`src/rtl/aab_pkg.sv`:
```
// Shared cycle codes and source tags for the active-address arbiter.
// Assumes the cycle code is three bits wide, as the requirements fix it.
package aab_pkg;

    localparam logic [2:0] CK_NONE      = 3'd0;
    localparam logic [2:0] CK_COMPARE   = 3'd1;
    localparam logic [2:0] CK_HP_ACCESS = 3'd2;
    localparam logic [2:0] CK_WR_FREE   = 3'd3;
    localparam logic [2:0] CK_READ      = 3'd4;
    localparam logic [2:0] CK_WRITE     = 3'd5;

    typedef enum logic [2:0] {
        SRC_NONE  = 3'd0,
        SRC_MATCH = 3'd1,
        SRC_FREE  = 3'd2,
        SRC_READ  = 3'd3,
        SRC_WRITE = 3'd4
    } aa_src_e;

    // True for cycle codes that resolve through the match chain.
    function automatic logic is_search_kind(input logic [2:0] k);
        return (k == CK_COMPARE) || (k == CK_HP_ACCESS);
    endfunction

endpackage

```
`src/rtl/aab_chain_link.sv`:
```
// Chain link: combines the upstream chain flags with the local results.
// Produces the downstream flags and the per-device win conditions.
// Assumes device 0 gets both upstream flags tied low.
module aab_chain_link (
    input  logic up_match,
    input  logic loc_match,
    input  logic up_free_seen,
    input  logic loc_full,
    output logic dn_match,
    output logic dn_free_seen,
    output logic match_win,
    output logic free_win,
    output logic chain_no_match,
    output logic chain_full
);
    // Purpose: propagate the chain flags and derive the local win terms.
    always_comb begin
        dn_match       = up_match | loc_match;
        dn_free_seen   = up_free_seen | ~loc_full;
        match_win      = loc_match & ~up_match;
        free_win       = ~loc_full & ~up_free_seen;
        chain_no_match = ~(up_match | loc_match);
        chain_full     = ~(up_free_seen | ~loc_full);
    end
endmodule

```
`src/rtl/aab_select.sv`:
```
// Selection logic: for the current cycle code, decides whether the stored
// state updates, whether this device becomes the driver, and which value
// and source it will hold. Purely combinational.
module aab_select #(
    parameter int ADDR_W = 12
) (
    input  logic [2:0]        cyc_kind,
    input  logic              match_win,
    input  logic              free_win,
    input  logic              chain_no_match,
    input  logic              chain_full,
    input  logic              is_last,
    input  logic              loc_sel,
    input  logic [ADDR_W-1:0] loc_match_addr,
    input  logic [ADDR_W-1:0] loc_free_addr,
    input  logic [ADDR_W-1:0] rd_addr,
    input  logic [ADDR_W-1:0] wr_addr,
    output logic              upd,
    output logic              nxt_sel,
    output logic [ADDR_W-1:0] nxt_val,
    output aab_pkg::aa_src_e  nxt_src
);
    import aab_pkg::*;
    localparam logic [ADDR_W-1:0] ALL_ONES = {ADDR_W{1'b1}};

    // Purpose: choose the next driver state from the cycle code and chain position.
    always_comb begin
        upd     = 1'b1;
        nxt_sel = 1'b0;
        nxt_val = '0;
        nxt_src = SRC_NONE;
        if (is_search_kind(cyc_kind)) begin
            nxt_src = SRC_MATCH;
            if (match_win) begin
                nxt_sel = 1'b1;
                nxt_val = loc_match_addr;
            end else if (chain_no_match && is_last) begin
                nxt_sel = 1'b1;
                nxt_val = ALL_ONES;
            end
        end else if (cyc_kind == CK_WR_FREE) begin
            nxt_src = SRC_FREE;
            if (free_win) begin
                nxt_sel = 1'b1;
                nxt_val = loc_free_addr;
            end else if (chain_full && is_last) begin
                nxt_sel = 1'b1;
                nxt_val = ALL_ONES;
            end
        end else if (cyc_kind == CK_READ) begin
            nxt_src = SRC_READ;
            nxt_sel = loc_sel;
            nxt_val = rd_addr;
        end else if (cyc_kind == CK_WRITE) begin
            nxt_src = SRC_WRITE;
            nxt_sel = loc_sel;
            nxt_val = wr_addr;
        end else begin
            upd = 1'b0;
        end
    end
endmodule

```
`src/rtl/aab_drive_reg.sv`:
```
// Drive register: holds the selection, the address and its source, and
// gates the bus output with the output enable. Synchronous active-low reset.
module aab_drive_reg #(
    parameter int ADDR_W = 12
) (
    input  logic              clk,
    input  logic              rst_n,
    input  logic              upd,
    input  logic              nxt_sel,
    input  logic [ADDR_W-1:0] nxt_val,
    input  aab_pkg::aa_src_e  nxt_src,
    input  logic              oe,
    output logic [ADDR_W-1:0] aa_value,
    output logic              aa_drive
);
    import aab_pkg::*;
    logic              sel_q;
    logic [ADDR_W-1:0] val_q;
    aa_src_e           src_q;

    // Purpose: capture the decision of each updating cycle; hold otherwise.
    always_ff @(posedge clk) begin
        if (!rst_n) begin
            sel_q <= 1'b0;
            val_q <= '0;
            src_q <= SRC_NONE;
        end else if (upd) begin
            sel_q <= nxt_sel;
            val_q <= nxt_val;
            src_q <= nxt_src;
        end
    end

    // Purpose: drive only when selected, with a known source, and enabled.
    always_comb begin
        aa_drive = sel_q && oe && (src_q != SRC_NONE);
        aa_value = aa_drive ? val_q : '0;
    end
endmodule

```
`src/rtl/aab_arbiter.sv`:
```
// Top of the per-device active-address arbiter. Wires the chain link,
// the selection logic and the drive register together. Assumes the
// chain flags of neighbours are connected dn_* -> up_*.
module aab_arbiter #(
    parameter int ADDR_W = 12
) (
    input  logic              clk,
    input  logic              rst_n,
    input  logic [2:0]        cyc_kind,
    input  logic              loc_match,
    input  logic [ADDR_W-1:0] loc_match_addr,
    input  logic              loc_full,
    input  logic [ADDR_W-1:0] loc_free_addr,
    input  logic              loc_sel,
    input  logic [ADDR_W-1:0] rd_addr,
    input  logic [ADDR_W-1:0] wr_addr,
    input  logic              up_match,
    input  logic              up_free_seen,
    input  logic              is_last,
    input  logic              oe,
    output logic [ADDR_W-1:0] aa_value,
    output logic              aa_drive,
    output logic              dn_match,
    output logic              dn_free_seen
);
    import aab_pkg::*;
    logic              match_win, free_win, chain_no_match, chain_full;
    logic              upd, nxt_sel;
    logic [ADDR_W-1:0] nxt_val;
    aa_src_e           nxt_src;

    aab_chain_link u_link (
        .up_match       (up_match),
        .loc_match      (loc_match),
        .up_free_seen   (up_free_seen),
        .loc_full       (loc_full),
        .dn_match       (dn_match),
        .dn_free_seen   (dn_free_seen),
        .match_win      (match_win),
        .free_win       (free_win),
        .chain_no_match (chain_no_match),
        .chain_full     (chain_full)
    );

    aab_select #(.ADDR_W(ADDR_W)) u_sel (
        .cyc_kind       (cyc_kind),
        .match_win      (match_win),
        .free_win       (free_win),
        .chain_no_match (chain_no_match),
        .chain_full     (chain_full),
        .is_last        (is_last),
        .loc_sel        (loc_sel),
        .loc_match_addr (loc_match_addr),
        .loc_free_addr  (loc_free_addr),
        .rd_addr        (rd_addr),
        .wr_addr        (wr_addr),
        .upd            (upd),
        .nxt_sel        (nxt_sel),
        .nxt_val        (nxt_val),
        .nxt_src        (nxt_src)
    );

    aab_drive_reg #(.ADDR_W(ADDR_W)) u_drv (
        .clk      (clk),
        .rst_n    (rst_n),
        .upd      (upd),
        .nxt_sel  (nxt_sel),
        .nxt_val  (nxt_val),
        .nxt_src  (nxt_src),
        .oe       (oe),
        .aa_value (aa_value),
        .aa_drive (aa_drive)
    );
endmodule

```
`config.mk`:
```
export PLATFORM = sky130hd
export DESIGN_NAME = aab_arbiter
export DESIGN_NICKNAME = d
export VERILOG_FILES = /design/src/rtl/aab_pkg.sv /design/src/rtl/aab_chain_link.sv /design/src/rtl/aab_select.sv /design/src/rtl/aab_drive_reg.sv /design/src/rtl/aab_arbiter.sv
export SDC_FILE = /design/constraint.sdc
export NUM_CORES = 1
export LEC_CHECK = 0
export ABC_CLOCK_PERIOD_IN_PS = 3140
export BUFFER_PORTS_ARGS = -buffer_cell sky130_fd_sc_hd__buf_4
export CAP_MARGIN = 25
export CORE_MARGIN = 5
export CORE_UTILIZATION = 45
export DETAILED_ROUTE_END_ITERATION = 6
export MAX_ROUTING_LAYER = met4
export PLACE_DENSITY_LB_ADDON = 0.2
export SKIP_CTS_REPAIR_TIMING = 1
export SYNTH_ARGS = -nofsm -noshare
export SYNTH_HDL_FRONTEND = slang
export SYNTH_SLANG_ARGS = --single-unit
```
`constraint.sdc`:
```
create_clock -name clk -period 3.14 [get_ports clk]
set_clock_uncertainty 0.2 [all_clocks]
set_input_delay 0 -clock clk [delete_from_list [all_inputs] [get_ports clk]]
set_output_delay 0 -clock clk [all_outputs]
set_load 0.02 [all_outputs]
```
Yosys cells after proc, flatten, opt, wreduce, memory -nomap -nowiden
Cells that the tools add are included.
{"block": "word_totals", "ff_bits": 16, "inputBits": 60}
{"block": "op_classes", "n_eq_ne": 5, "n_mux": 25, "bitwise_logic": 9, "reduce_logical": 6}
{"cell": "$mux 12", "count": 9}
{"cell": "$mux 1", "count": 12}
{"cell": "$mux 3", "count": 4}
{"cell": "$eq 3x2->1 const B", "count": 2}
{"cell": "$eq 3x3->1 const B", "count": 2}
{"cell": "$not 1->1", "count": 5}
{"cell": "$logic_and 1x1->1", "count": 4}
{"cell": "$eq 3x1->1 const B", "count": 1}
{"cell": "$reduce_bool 3->1", "count": 1}
{"cell": "$and 1x1->1", "count": 2}
{"cell": "$or 1x1->1", "count": 2}
{"cell": "$logic_or 1x1->1", "count": 1}

Depth between registers and ports, before layout
{"block": "depth", "word_depth": 8, "ltp_mapped": 6}

By module
A second synthesis with hierarchy kept.
{"block": "hier_totals", "hier_cells": 152, "hier_area_um2": 1357.6}
{"module": "aab_drive_reg", "n_inst": 1, "cells_each": 65, "area_per_inst_um2": 737.0}
{"module": "aab_select", "n_inst": 1, "cells_each": 81, "area_per_inst_um2": 585.6}
{"module": "aab_chain_link", "n_inst": 1, "cells_each": 6, "area_per_inst_um2": 35.0}

Least setup slack after synthesis
Ideal clock, no wire load.
{"block": "synth_timing", "path_type": "input to register", "start": "input cyc_kind[2]", "end": "register u_drv.val_q[11]", "setup_ns": 0.059, "arrival_time_ns": 1.179, "path_slack_ns": 1.702, "path_stages": 5, "cell_sequence": "buf_2 or4_4 buf_6 o22ai_1 o221a_2"}
{"block": "synth_between", "elab_chain_cells": 5, "word_cells_on_any_way": 14}
{"item": "start: declaration", "line_no": "aab_arbiter.sv:9", "rtl": "input logic [2:0] cyc_kind,"}
{"item": "$eq 3x3->1", "line_no": "aab_select.sv:54", "rtl": "end else if (cyc_kind == CK_WRITE) begin"}
{"item": "$mux 12 / $mux 1 (equally long branches)", "line_no": "aab_select.sv:54"}
{"item": "$mux 12 / $mux 1 (equally long branches)", "line_no": "aab_select.sv:50", "rtl": "end else if (cyc_kind == CK_READ) begin"}
{"item": "$mux 12 / $mux 1 (equally long branches)", "line_no": "aab_select.sv:41", "rtl": "end else if (cyc_kind == CK_WR_FREE) begin"}
{"item": "$mux 12 / $mux 1 (equally long branches)", "line_no": "aab_select.sv:32", "rtl": "if (is_search_kind(cyc_kind)) begin"}
{"item": "end signal: assignment", "line_no": "aab_drive_reg.sv:29", "rtl": "val_q <= nxt_val;"}
{"item": "end: declaration", "line_no": "aab_drive_reg.sv:18", "rtl": "logic [ADDR_W-1:0] val_q;"}
Several ways; a longest one is shown, not always the timed one.
A chain may end at the register's enable or synchronous reset.

Worst setup path after layout
{"block": "layout_timing", "start": "input cyc_kind[0]", "end": "register u_drv.val_q[10]"}
The elaborated chain is that of the path after synthesis.

==> metrics <==
Max Freq 0.405 GHz; number of synthesized register bits 16; Fin Setup TNS 0 ns; vias in the first global route 1292; leading post-synthesis cells by cell area dfxtp_1 28%, o22ai_1 13%, a21oi_1 11%; Ys Warns 0; Worst Reg2Reg Path Length in Cells 2; detailed placement HPWL 2910 µm; n_diodes 0; 1st-pass router iterations 4; global route overflow 0; failing checks negative hold slack; Tcrit/Tclk final 78.6%; # Max-Cap Violations 0; cell area power density 298 nW/µm²; Cell Area, Synth roughly 1100 µm²; P_leak 0.000867 µW; Critical Path AT ~2.5 ns; CP Capture Type flip-flop; I/O Buffers 74; Critical Path Start cyc_kind[0]; via count ~1500; clock sinks 16; initial antenna violation count 0; DRC Markers 0; unrepaired setup endpoints after global routing false; Critical Path Source Type input port; num rows 18; Routability Congestion roughly 0.8; Rel. slew slack 33.1%; sequential cell area fraction in the yosys report roughly 28%; leading area contributor after synthesis dfxtp_1; drt total wl 4040 µm; fill cell count 206; status finished with violations; final hold vios 5; Critical Path End u_drv.val_q[10]$_SDFFE_PN0P_; worst hold slack -0.0333 ns; FF-to-FF Start u_drv.val_q[10]$_SDFFE_PN0P_; fin nets roughly 300; share of layout cells above drive strength 1 39.9%; WP buf/inv 3; initial cell density of the core 46.8%; slowest CP cell o2111ai_1; internal power 395 µW; WP depth 6; Net Sw Frac between 20 and 30%; Avg Vias per Cell 5.75; die footprint 3660 µm²; H-tree depth 1; Layout Cell Area excl Fill 1840 µm²; Yosys cell types 28; critical path type input port to flip-flop; die height 60.5 µm; initial DRC count 54; layout overhead on the synthesized area 60.1%; drt wl/cell 15.4 µm; combinational share of power between 30% and 40%; Clock Power Share 24.4%; final slew viol count 0; worst skew pair latency 0.28 ns; Hold WC Path Type input port to flip-flop; net switching power roughly 150 µW; crit-path max FO 29; Avg Synthesized Cell Area 7.32 µm²; CTS Buf Count 3; GRT Util Overall 20.1%; Clock Pin Slew Worst Setup and Hold Paths around 0.090 ns; Die X 60.5 µm; family with the most delay on the worst path buffers and inverters; DP Area 1680 µm²; R2R Setup Slk 1.70 ns; CTS tree done; share of Yosys cell area claimed by the top area cell type 27.9%; core area 2450 µm²; Post-DRT Antenna Nets 0; maximum VDD drop ~0.23 mV; Final Critical Period 2.47 ns; first-pass GRT wire length between 5000 and 6000 µm; Req. time, crit path 3.17 ns; Top cell by count, worst path dlygate4sd3_1; I/O pin count 75; Setup violations, final 0; crit path cell chain dlygate4sd3_1 > buf_4 > o2111ai_1 > o22ai_1 > o221a_2 > dlygate4sd3_1; Least-Margin Pin Slew 1.00 ns; Net Count, Synth 217; largest net degree at the start of global routing 30; CP max stage delay around 0.54 ns; RR Endpoint u_drv.val_q[10]$_SDFFE_PN0P_; Clock Tree Buf Depth 2; Syn Inst Count around 160; Clk Tree Root Cell clkbuf_4; Seq pwr share 41.6%
==> Yosys cell counts, drive strengths merged <==
master / n
o311a: 2
o22ai: 24
nand2: 1
a21boi: 1
o221a: 12
or4: 1
and3b: 1
o21ai: 2
and2: 12
inv: 4
nor2: 28
nor3: 1
xor2: 1
or2: 1
o2111ai: 1
nor3b: 1
clkbuf: 7
or3: 1
o211a: 1
dfxtp: 16
xnor2: 1
nand2b: 2
a311oi: 1
a21oi: 26
buf: 9
==> cell usage in the layout (no fill, tap or decap), types with 3 or more instances in the layout <==
master / count
buf_4: 76
nor2_1: 28
a21oi_1: 26
o22ai_1: 24
dfxtp_1: 16
and2_1: 12
dlygate4sd3_1: 12
o221a_2: 11
inv_1: 4
clkbuf_4: 3
==> worst register-to-register path, cell delays in order, from the launching register on <==
cell	delay (ns)
dfxtp_1	0.32
o221a_2	0.27
dlygate4sd3_1	0.55
==> worst min path at each step <==
stage / start / endpoint / slack (ns) / cells past startpoint
2_1_floorplan: loc_full / dn_free_seen / -0.07 / 1
3_3_place_gp: loc_full / dn_free_seen / 0.09 / 3
3_5_place_dp: loc_full / dn_free_seen / 0.09 / 3
4_1_cts: rst_n / u_drv.val_q[0]$_SDFFE_PN0P_ / -0.15 / 2
5_1_grt: loc_free_addr[8] / u_drv.val_q[8]$_SDFFE_PN0P_ / 0.005 / 4
6_report: loc_free_addr[8] / u_drv.val_q[8]$_SDFFE_PN0P_ / -0.03 / 4
==> kinds of logic after synthesis <==
kind of cell	share of synthesized area (%)
AOI/OAI and AO/OA	41.8
xor gates and xnor gates	1.53
buffers and inverters	7.73
DFF	27.9
and+or+nand+nor	21.0
==> sequential cells by signal, indices dropped and copies added (netlist names) <==
| signal | flops |
|---|---|
| u_drv.val_q | 12 |
| u_drv.src_q | 3 |
| u_drv.sel_q | 1 |
==> area by class of cell <==
type                            instances  area, µm²  area share (%)
Clock buffer                            4       36.3            1.97
Inverter                                4       15.0           0.816
Multi-Input combinational cell        121        739            40.2
Sequential cell                        16        320            17.4
Tap cell                               30       37.5            2.04
Timing Repair Buffer                   88        691            37.6
==> routing by layer <==
metal  global-route usage [%]  share of wire (%)  vias up
li1                         -                  -      742
met1                     22.5                 38      717
met2                     36.3                 53       50
met3                     3.83                7.6        4
met4                     5.57               0.84        0
met5                        -                  0        -
==> power by group through the flow <==
| stage | clock (µW) | combinational (µW) | sequential [µW] |
|---|---|---|---|
| floorplan | 0 | 94.2 | 230 |
| global placement | 0 | 165 | 232 |
| detailed placement | 0 | 171 | 232 |
| CTS | 136 | 171 | 228 |
| global route | 145 | 202 | 230 |
| finish | 134 | 186 | 228 |
==> stage by stage <==
stage | setup WS, ns | instances | utilization, % | power, µW
2_1_floorplan | 1.70 | 157 | - | 324
6_report | 0.670 | 263 | 74.9 | 548
4_1_cts | 1.43 | 250 | 69.7 | 534
3_3_place_gp | 1.44 | 246 | 68.2 | 396
5_1_grt | 0.553 | 263 | 74.9 | 577
3_5_place_dp | 1.35 | 246 | 68.2 | 403
No activity file was read; power rests on OpenSTA's default activity.
